<file path="src/rtl/mbox_pkg.sv">
package mbox_pkg;

  // Per-window bookkeeping kept by each window slice.
  typedef struct packed {
    logic addr_seen;
    logic len_seen;
    logic pending;
    logic overrun;
  } win_state_t;

  localparam win_state_t WIN_IDLE = '{addr_seen: 1'b0, len_seen: 1'b0,
                                      pending: 1'b0, overrun: 1'b0};

endpackage

</file>
<file path="src/rtl/mbox_regfile.sv">
module mbox_regfile #(
  parameter int DW    = 32,
  parameter int NMBOX = 8,
  parameter int IDX_W = 4
) (
  input  logic             clk,
  input  logic             rst,
  input  logic             we,
  input  logic [IDX_W-1:0] waddr,
  input  logic [DW-1:0]    wdata,
  input  logic [IDX_W-1:0] raddr,
  output logic [DW-1:0]    rdata
);
  localparam int MW = $clog2(NMBOX);

  logic [DW-1:0] mem [NMBOX];
  logic          rd_in_range;

  assign rd_in_range = (raddr < IDX_W'(NMBOX));

  // Write port without reset so that the array can map to RAM.
  always_ff @(posedge clk) begin
    if (we) mem[waddr[MW-1:0]] <= wdata;
  end

  // Registered read, zero for indices outside the bank.
  always_ff @(posedge clk) begin
    if (rst)              rdata <= '0;
    else if (rd_in_range) rdata <= mem[raddr[MW-1:0]];
    else                  rdata <= '0;
  end

  logic unused_waddr_hi;
  assign unused_waddr_hi = ^waddr[IDX_W-1:MW];

endmodule

</file>
<file path="src/rtl/mbox_window.sv">
module mbox_window
  import mbox_pkg::*;
(
  input  logic clk,
  input  logic rst,
  input  logic hit_addr,
  input  logic hit_len,
  input  logic ack,
  output logic accept,
  output logic pending_q,
  output logic pending_nxt,
  output logic overrun_q
);
  win_state_t st_q, st_d;

  // A write is stored only while the window is still collecting its pair.
  assign accept = (hit_addr | hit_len) & ~st_q.pending;

  always_comb begin
    st_d = st_q;
    if (ack) begin
      st_d = WIN_IDLE;
    end else if (st_q.pending) begin
      if (hit_addr | hit_len) st_d.overrun = 1'b1;
    end else begin
      st_d.addr_seen = st_q.addr_seen | hit_addr;
      st_d.len_seen  = st_q.len_seen  | hit_len;
      st_d.pending   = st_d.addr_seen & st_d.len_seen;
    end
  end

  always_ff @(posedge clk) begin
    if (rst) st_q <= WIN_IDLE;
    else     st_q <= st_d;
  end

  assign pending_q   = st_q.pending;
  assign pending_nxt = st_d.pending;
  assign overrun_q   = st_q.overrun;

endmodule

</file>
<file path="src/rtl/mbox_irq.sv">
module mbox_irq #(
  parameter int NWIN = 4
) (
  input  logic            clk,
  input  logic            rst,
  input  logic [NWIN-1:0] pend_nxt,
  input  logic            en_we,
  input  logic [NWIN-1:0] en_din,
  output logic [NWIN-1:0] irq_win,
  output logic            irq
);
  logic [NWIN-1:0] en_q, en_nxt, gated_nxt;

  assign en_nxt    = en_we ? en_din : en_q;
  assign gated_nxt = pend_nxt & en_nxt;

  // Interrupts are registered from next-state so that they move with status.
  always_ff @(posedge clk) begin
    if (rst) begin
      en_q    <= '1;
      irq_win <= '0;
      irq     <= 1'b0;
    end else begin
      en_q    <= en_nxt;
      irq_win <= gated_nxt;
      irq     <= |gated_nxt;
    end
  end

endmodule

</file>
<file path="src/rtl/mbox_doorbell_unit.sv">
module mbox_doorbell_unit #(
  parameter int DW    = 32,
  parameter int NWIN  = 4,
  parameter int IDX_W = 4   // must exceed $clog2(2*NWIN) so out-of-range indices exist
) (
  input  logic              clk,
  input  logic              rst,
  input  logic              wr_en,
  input  logic [IDX_W-1:0]  wr_idx,
  input  logic [DW-1:0]     wr_data,
  input  logic [NWIN-1:0]   ack,
  input  logic              en_we,
  input  logic [NWIN-1:0]   en_din,
  input  logic [IDX_W-1:0]  rd_idx,
  output logic [DW-1:0]     rd_data,
  output logic [2*NWIN-1:0] status,
  output logic [NWIN-1:0]   irq_win,
  output logic              irq
);
  localparam int NMBOX = 2 * NWIN;
  localparam int MW    = $clog2(NMBOX);

  logic            wr_in_range;
  logic [NWIN-1:0] hit_addr, hit_len, accept, pend_q, pend_nxt, ovr_q;
  logic            store_en;

  assign wr_in_range = wr_en && (wr_idx < IDX_W'(NMBOX));

  generate
    for (genvar w = 0; w < NWIN; w++) begin : g_win
      assign hit_addr[w] = wr_in_range && (wr_idx[MW-1:0] == MW'(w));
      assign hit_len[w]  = wr_in_range && (wr_idx[MW-1:0] == MW'(w + NWIN));

      mbox_window u_win (
        .clk         (clk),
        .rst         (rst),
        .hit_addr    (hit_addr[w]),
        .hit_len     (hit_len[w]),
        .ack         (ack[w]),
        .accept      (accept[w]),
        .pending_q   (pend_q[w]),
        .pending_nxt (pend_nxt[w]),
        .overrun_q   (ovr_q[w])
      );
    end
  endgenerate

  assign store_en = |accept;

  mbox_regfile #(.DW(DW), .NMBOX(NMBOX), .IDX_W(IDX_W)) u_regs (
    .clk   (clk),
    .rst   (rst),
    .we    (store_en),
    .waddr (wr_idx),
    .wdata (wr_data),
    .raddr (rd_idx),
    .rdata (rd_data)
  );

  mbox_irq #(.NWIN(NWIN)) u_irq (
    .clk      (clk),
    .rst      (rst),
    .pend_nxt (pend_nxt),
    .en_we    (en_we),
    .en_din   (en_din),
    .irq_win  (irq_win),
    .irq      (irq)
  );

  assign status = {ovr_q, pend_q};

endmodule

</file>
<file path="config.mk">
export PLATFORM = sky130hd
export DESIGN_NAME = mbox_doorbell_unit
export DESIGN_NICKNAME = d
export VERILOG_FILES = /design/src/rtl/mbox_pkg.sv /design/src/rtl/mbox_regfile.sv /design/src/rtl/mbox_window.sv /design/src/rtl/mbox_irq.sv /design/src/rtl/mbox_doorbell_unit.sv
export SDC_FILE = /design/constraint.sdc
export NUM_CORES = 1
export LEC_CHECK = 0
export BUFFER_PORTS_ARGS = -buffer_cell sky130_fd_sc_hd__clkbuf_2
export CAP_MARGIN = 15
export CORE_AREA = 2 2 166 151
export CTS_CLUSTER_SIZE = 20
export DETAILED_ROUTE_END_ITERATION = 10
export DIE_AREA = 0 0 168 153
export PLACE_DENSITY = 0.76
export SYNTH_ARGS = -nofsm -noshare
export SYNTH_HDL_FRONTEND = slang
export SYNTH_HIERARCHICAL = 1
export SYNTH_SLANG_ARGS = --single-unit
</file>
<file path="constraint.sdc">
create_clock -name clk -period 5.1 [get_ports clk]
set_input_delay 0.255 -clock clk [delete_from_list [all_inputs] [get_ports clk]]
set_output_delay 0.255 -clock clk [all_outputs]
set_load 0.03 [all_outputs]
</file>
# Word-level counts from Yosys, hierarchy flattened
# Memories as Yosys holds them, arrays and structs flattened. A register that Yosys moved wholly into a read port is not among the register bits.
# Index checks and enable logic that the tools add are counted.
totals:
  regBits: 25
  latchBits: 0
  mem_bits_rw: 256
  mem_bits_ro: 0
  input_bits: 52
  output_inout_bits: 45
  elab_cells: 95
  memories: 1
op_classes:
  addsub: 0
  mul: 0
  div: 0
  magnitude_cmp: 2
  eq_ne: 7
  shifts: 0
  muxes: 19
  n_bitwise: 26
  reduce_logical: 21
mem_list:
  columns: ["memory", "depth", "word_bits", "read_ports", "rd_ports_with_merged_regs", "write_ports", "line_no", "source"]
  rows:
  - ["u_regs.mem", 8, 32, 1, 1, 1, "mbox_regfile.sv:16", "logic [DW-1:0] mem [NMBOX];"]
op_table:
  columns: ["cell", "count"]
  rows:
  - ["1-bit 2-to-1 mux", 14]
  - ["3-bit equality test (second input constant)", 4]
  - ["1-bit OR", 12]
  - ["2-bit OR reduction", 5]
  - ["1-bit logical AND", 9]
  - ["1-bit AND", 8]
  - ["4-bit < comparator (second input constant)", 2]
  - ["2-bit 2-to-1 mux", 4]
  - ["2-bit AND reduction", 4]
  - ["4-bit OR reduction", 2]
  - ["3-bit by 2-bit equality test with 1-bit output (second input constant)", 2]
  - ["1-bit NOT", 5]
  - ["4-bit AND", 1]
  - ["4-bit 2-to-1 mux", 1]
  - ["3-bit by 1-bit equality test with 1-bit output (second input constant)", 1]
  - ["3-bit logical NOT", 1]

# Depth between registers and ports, before layout
depth:
  word_depth: 9
  mapped_depth: 7
  depth_no_buf: 7

# Hierarchy
# The synthesis kept the hierarchy.
by_module_without_submodules:
  columns: ["mod", "n_inst", "cells_per_inst", "area_per_inst_um2", "seq_area_each_um2"]
  rows:
  - ["mbox_regfile", 1, 596, 10757.8, 8328.0]
  - ["mbox_window", 4, 20, 167.7, 80.1]
  - ["mbox_irq", 1, 30, 317.8, 180.2]
  - ["mbox_doorbell_unit", 1, 14, 80.1, 0.0]

# Worst setup path before layout
# Ideal clock, no wire load.
synth_timing:
  path_kind: "input to register"
  from: "in wr_idx[3]"
  to: "mem u_regs.mem[0][0], enable pin"
  setup_ns: 0.461
  arrival_ns: 3.422
  required_ns: 4.639
  slack_ns: 1.216
  stages: 7
  path_buffers: 0
  path_cell_list: "or3b_4 nor3_2 nor2_1 nor2_1 or4_1 nand2b_1 nor3_1"
synth_between:
  elab_chain_cells: 8
  word_cells_on_any_way: 21
  cone_classes: "1 x order compare; 2 x mux; 8 x bitwise; 10 x reduce/logical"
synth_lines:
  columns: ["item", "line_no", "source"]
  rows:
  - ["start: declaration", "mbox_doorbell_unit.sv:9", "input logic [IDX_W-1:0] wr_idx,"]
  - ["4-bit < comparator", "mbox_doorbell_unit.sv:27", "assign wr_in_range = wr_en && (wr_idx < IDX_W'(NMBOX));"]
  - ["1-bit logical AND", "mbox_doorbell_unit.sv:27", null]
  - ["1-bit logical AND", "mbox_doorbell_unit.sv:31", "assign hit_addr[w] = wr_in_range && (wr_idx[MW-1:0] == MW'(w));"]
  - ["via hit_addr[0]", "mbox_doorbell_unit.sv:24", "logic [NWIN-1:0] hit_addr, hit_len, accept, pend_q, pend_nxt, ovr_q;"]
  - ["1-bit OR", "mbox_window.sv:17", "assign accept = (hit_addr | hit_len) & ~st_q.pending;"]
  - ["1-bit AND", "mbox_window.sv:17", null]
  - ["via accept[0]", "mbox_doorbell_unit.sv:24", null]
  - ["4-bit OR reduction", "mbox_doorbell_unit.sv:48", "assign store_en = |accept;"]
  - ["via store_en", "mbox_doorbell_unit.sv:25", "logic store_en;"]
  - ["1-bit 2-to-1 mux", "mbox_regfile.sv:23", "if (we) mem[waddr[MW-1:0]] <= wdata;"]
  - ["1-bit 2-to-1 mux (implied by the code)", "mbox_regfile.sv:23", null]
  - ["end: declaration", "mbox_regfile.sv:16", null]
# The timed path passes the listed nets, and every way through them passes these cells.

# Worst setup path after layout
layout_timing:
  from: "in wr_idx[2]"
  to: "mem u_regs.mem[1][11], enable pin"
layout_between:
  elab_chain_cells: 8
  word_cells_on_any_way: 29
  cone_classes: "1 x order compare; 7 x eq/ne; 2 x mux; 8 x bitwise; 11 x reduce/logical"
layout_lines:
  columns: ["item", "line_no"]
  rows:
  - ["4-bit < comparator", "mbox_doorbell_unit.sv:27"]
  - ["1-bit logical AND", "mbox_doorbell_unit.sv:27"]
  - ["1-bit logical AND *", "mbox_doorbell_unit.sv:31"]
  - ["via hit_addr[0]", "mbox_doorbell_unit.sv:24"]
  - ["1-bit OR *", "mbox_window.sv:17"]
  - ["1-bit AND *", "mbox_window.sv:17"]
  - ["via accept[0]", "mbox_doorbell_unit.sv:24"]
  - ["4-bit OR reduction *", "mbox_doorbell_unit.sv:48"]
  - ["via store_en", "mbox_doorbell_unit.sv:25"]
  - ["1-bit 2-to-1 mux *", "mbox_regfile.sv:23"]
  - ["1-bit 2-to-1 mux (implied by the code) *", "mbox_regfile.sv:23"]
# Mark *: on every way through the listed nets, which the timed path passes. The rest lies on a longest branch.

==> impl_metrics.tcl <==
set metrics [dict create \
    critPathMostFrequentCell "nor2_1" \
    total_power_mw 5.274 \
    synth_top_area_share_pct 65.00 \
    slowest_delay_ns 0.91 \
    initial_utilization_pct 49.31 \
    grt-ovfl-total 0 \
    slew-limit-headroom_pct 23.54 \
    grt_max_degree 124 \
    synth-edff-count 256 \
    hold_start "wr_data[19]" \
    design_area_um2 13780 \
    layout-drive-gt1-share_pct 29.71 \
    hpwlAfterDp_um 12590 \
    design.die.area_um2 25700 \
    grt_pass1_wl_um 35390 \
    critical_path_class "input pin to flip-flop" \
    grt_pass1_vias 6717 \
    ys_warn_count 6 \
    ys_top_cells_by_area "edfxtp_1, dfxtp_1, mux2_2" \
    ir_drop_mv 0.2505 \
    crit_chain "clkbuf_2 > or3b_4 > nor3_2 > nor2_1 > nor2_1 > or4_1 > nand2b_1 > nor2_4" \
    yosysTopAreaCell "edfxtp_1" \
    hold_viol 0 \
    place_congestion 0.7452 \
    root_buffer "clkbuf_16" \
    drc 0 \
    coreArea_um2 23990 \
    antenna_found_initial 1 \
    io_buffers 96 \
    die-width_um 168 \
    async_flop_share_pct 0 \
    syn_area_um2 11830 \
    numCtsBuffers 30 \
    post-route-util_pct 57.46 \
    arrival_ns 2.45 \
    reg2reg_from "g_win[3].u_win/pending_q" \
    timing.fmax_mhz 435.5 \
    hold-worst-slack_ns 0.01610 \
    yosysUniqueCellTypes 33 \
    avgSynthCellArea_um2 16.43 \
    cts_tree "yes" \
    ys_ff_latch 313 \
    layout.cells.non_filler 1174 \
    syn_inst 720 \
    dp_cells 1097 \
    dpl_cell_area_um2 12600 \
    drv_cap 0 \
    num_vias 6380 \
    worst-path-buf-inv 1 \
    crit_required_ns 5.25 \
    hp-class "input pin to flip-flop" \
    period_minus_slack_ns 2.296 \
    path_max_fanout 32 \
    h-tree-depth 1 \
    worst_pin_slew_ns 1.147 \
    clkTransAtPathRegs_ns 0.06 \
    num-nets-final 894 \
    synth_ff_type "edfxtp_1" \
    crit_family "simple AND/OR/NAND/NOR gates" \
    ctsResizeCount 0 \
    leakage_nw 4.645 \
    power_density_nw_per_um2 382.7 \
    wirelength_um 21910 \
    worstSetupStartpoint "wr_idx[2]" \
    setup_viol 0 \
    ys_seq_area_share_pct 74.65 \
    clock_skew_ns 0.009128 \
    fin_setup_tns_ns 0 \
    vias_per_cell 5.434 \
    drt_iter0_drc 423 \
    clk_latency_ns 0.54 \
    cts_sinks 313 \
    ios 97 \
    ant_nets 0 \
    slew_viol_final 0 \
    area_growth_pct 16.54 \
    regToRegSetupSlack_ns 2.98 \
    pre_cts_ws_ns 2.232 \
    grt_usage_pct 17.29 \
    timing.final.crit_share_pct 45.03 \
    die_h_um 153 \
    status "completed" \
    rsz0062_at_grt "no" \
    first_pass_iters 4 \
    critPathSlowestCell "nor2_4" \
    fillCellCount 1825 \
    fin_ws_ns 2.804 \
    syn_nets 772 \
    start_kind "input pin" \
    cts_max_path_buffers 3 \
    avgRoutedWirePerCell_um 18.66 \
    num_rows 54 \
    end_kind "flip-flop" \
]
-- cells in the mapped netlist, types with 3 or more instances --
cell / n
a211oi_1: 32
a21oi_1: 12
a21oi_2: 8
and2_2: 3
buf_2: 8
buf_4: 6
buf_6: 6
clkbuf_1: 13
dfxtp_1: 57
edfxtp_1: 256
inv_1: 16
mux2_1: 13
mux2_2: 63
mux2_4: 21
nand2_1: 4
nand2b_1: 15
nor2_1: 25
nor2b_1: 35
nor3_1: 34
o21ai_1: 39
o22ai_1: 35
or2_4: 4
or3_1: 3
-- layout by cell type, fill, tap and decap left out, types with 18 or more instances in the layout --
cell,instances
edfxtp_1,256
clkbuf_2,95
mux2_2,63
dfxtp_1,57
o21ai_1,39
o22ai_1,35
nor2b_1,35
nor3_1,32
a211oi_1,32
clkbuf_16,31
dlygate4sd3_1,21
mux2_4,21
nor2_1,18
-- final timing paths --
check        cells after the start                       end
max                              8         u_regs/mem[1][11]
min                              1         u_regs/mem[0][19]
max reg2reg                      4         u_regs/mem[1][11]
min reg2reg                      2  g_win[1].u_win/overrun_q
-- layer usage --
layer / GRT usage (%) / part of all wire, % / vias to the layer above
li1: - / - / 2999
met1: 22.63 / 43 / 3189
met2: 30.05 / 50 / 166
met3: 3.159 / 5.6 / 26
met4: 4.306 / 1.7 / 0
met5: 0 / 0 / -
-- where the power goes --
group	leakage [nW]	switching (mW)	internal, mW
sequential	2.78	0.0102	2.81
combinational	1.40	0.185	0.107
clock	0.470	0.870	1.29
-- layout make-up --
class,instances,area (um^2),area share (%)
antenna,1,2.502,0.01816
clock buffer,50,897.1,6.509
clock inverter,5,76.32,0.5538
inverter,16,60.06,0.4358
multi-input combinational,356,2775,20.14
sequential,313,8828,64.06
tap,308,385.4,2.796
timing repair buffer,125,757.0,5.492
-- logic make-up after synthesis --
family	synth area share [%]
compound gates	6.877
buf+inv	2.370
flops	74.65
mux	9.903
simple gates	6.200
-- registers in the layout, summed over array words and instances, names as in the netlist --
register / count
u_regs/mem: 256
u_regs/rdata: 32
g_win.u_win/st_q: 8
g_win.u_win/overrun_q: 4
g_win.u_win/pending_q: 4
u_irq/en_q: 4
u_irq/irq_win: 4
u_irq/irq: 1
-- what timing repair did --
| action | in CTS | in global routing |
|---|---|---|
| setup endpoints to repair | 0 | 0 |
| hold buffers | 21 | 0 |
| hold endpoints to repair | 145 | 0 |
| buffers inserted | 0 | 0 |
Note: power is estimated with default switching activity, not from simulation.
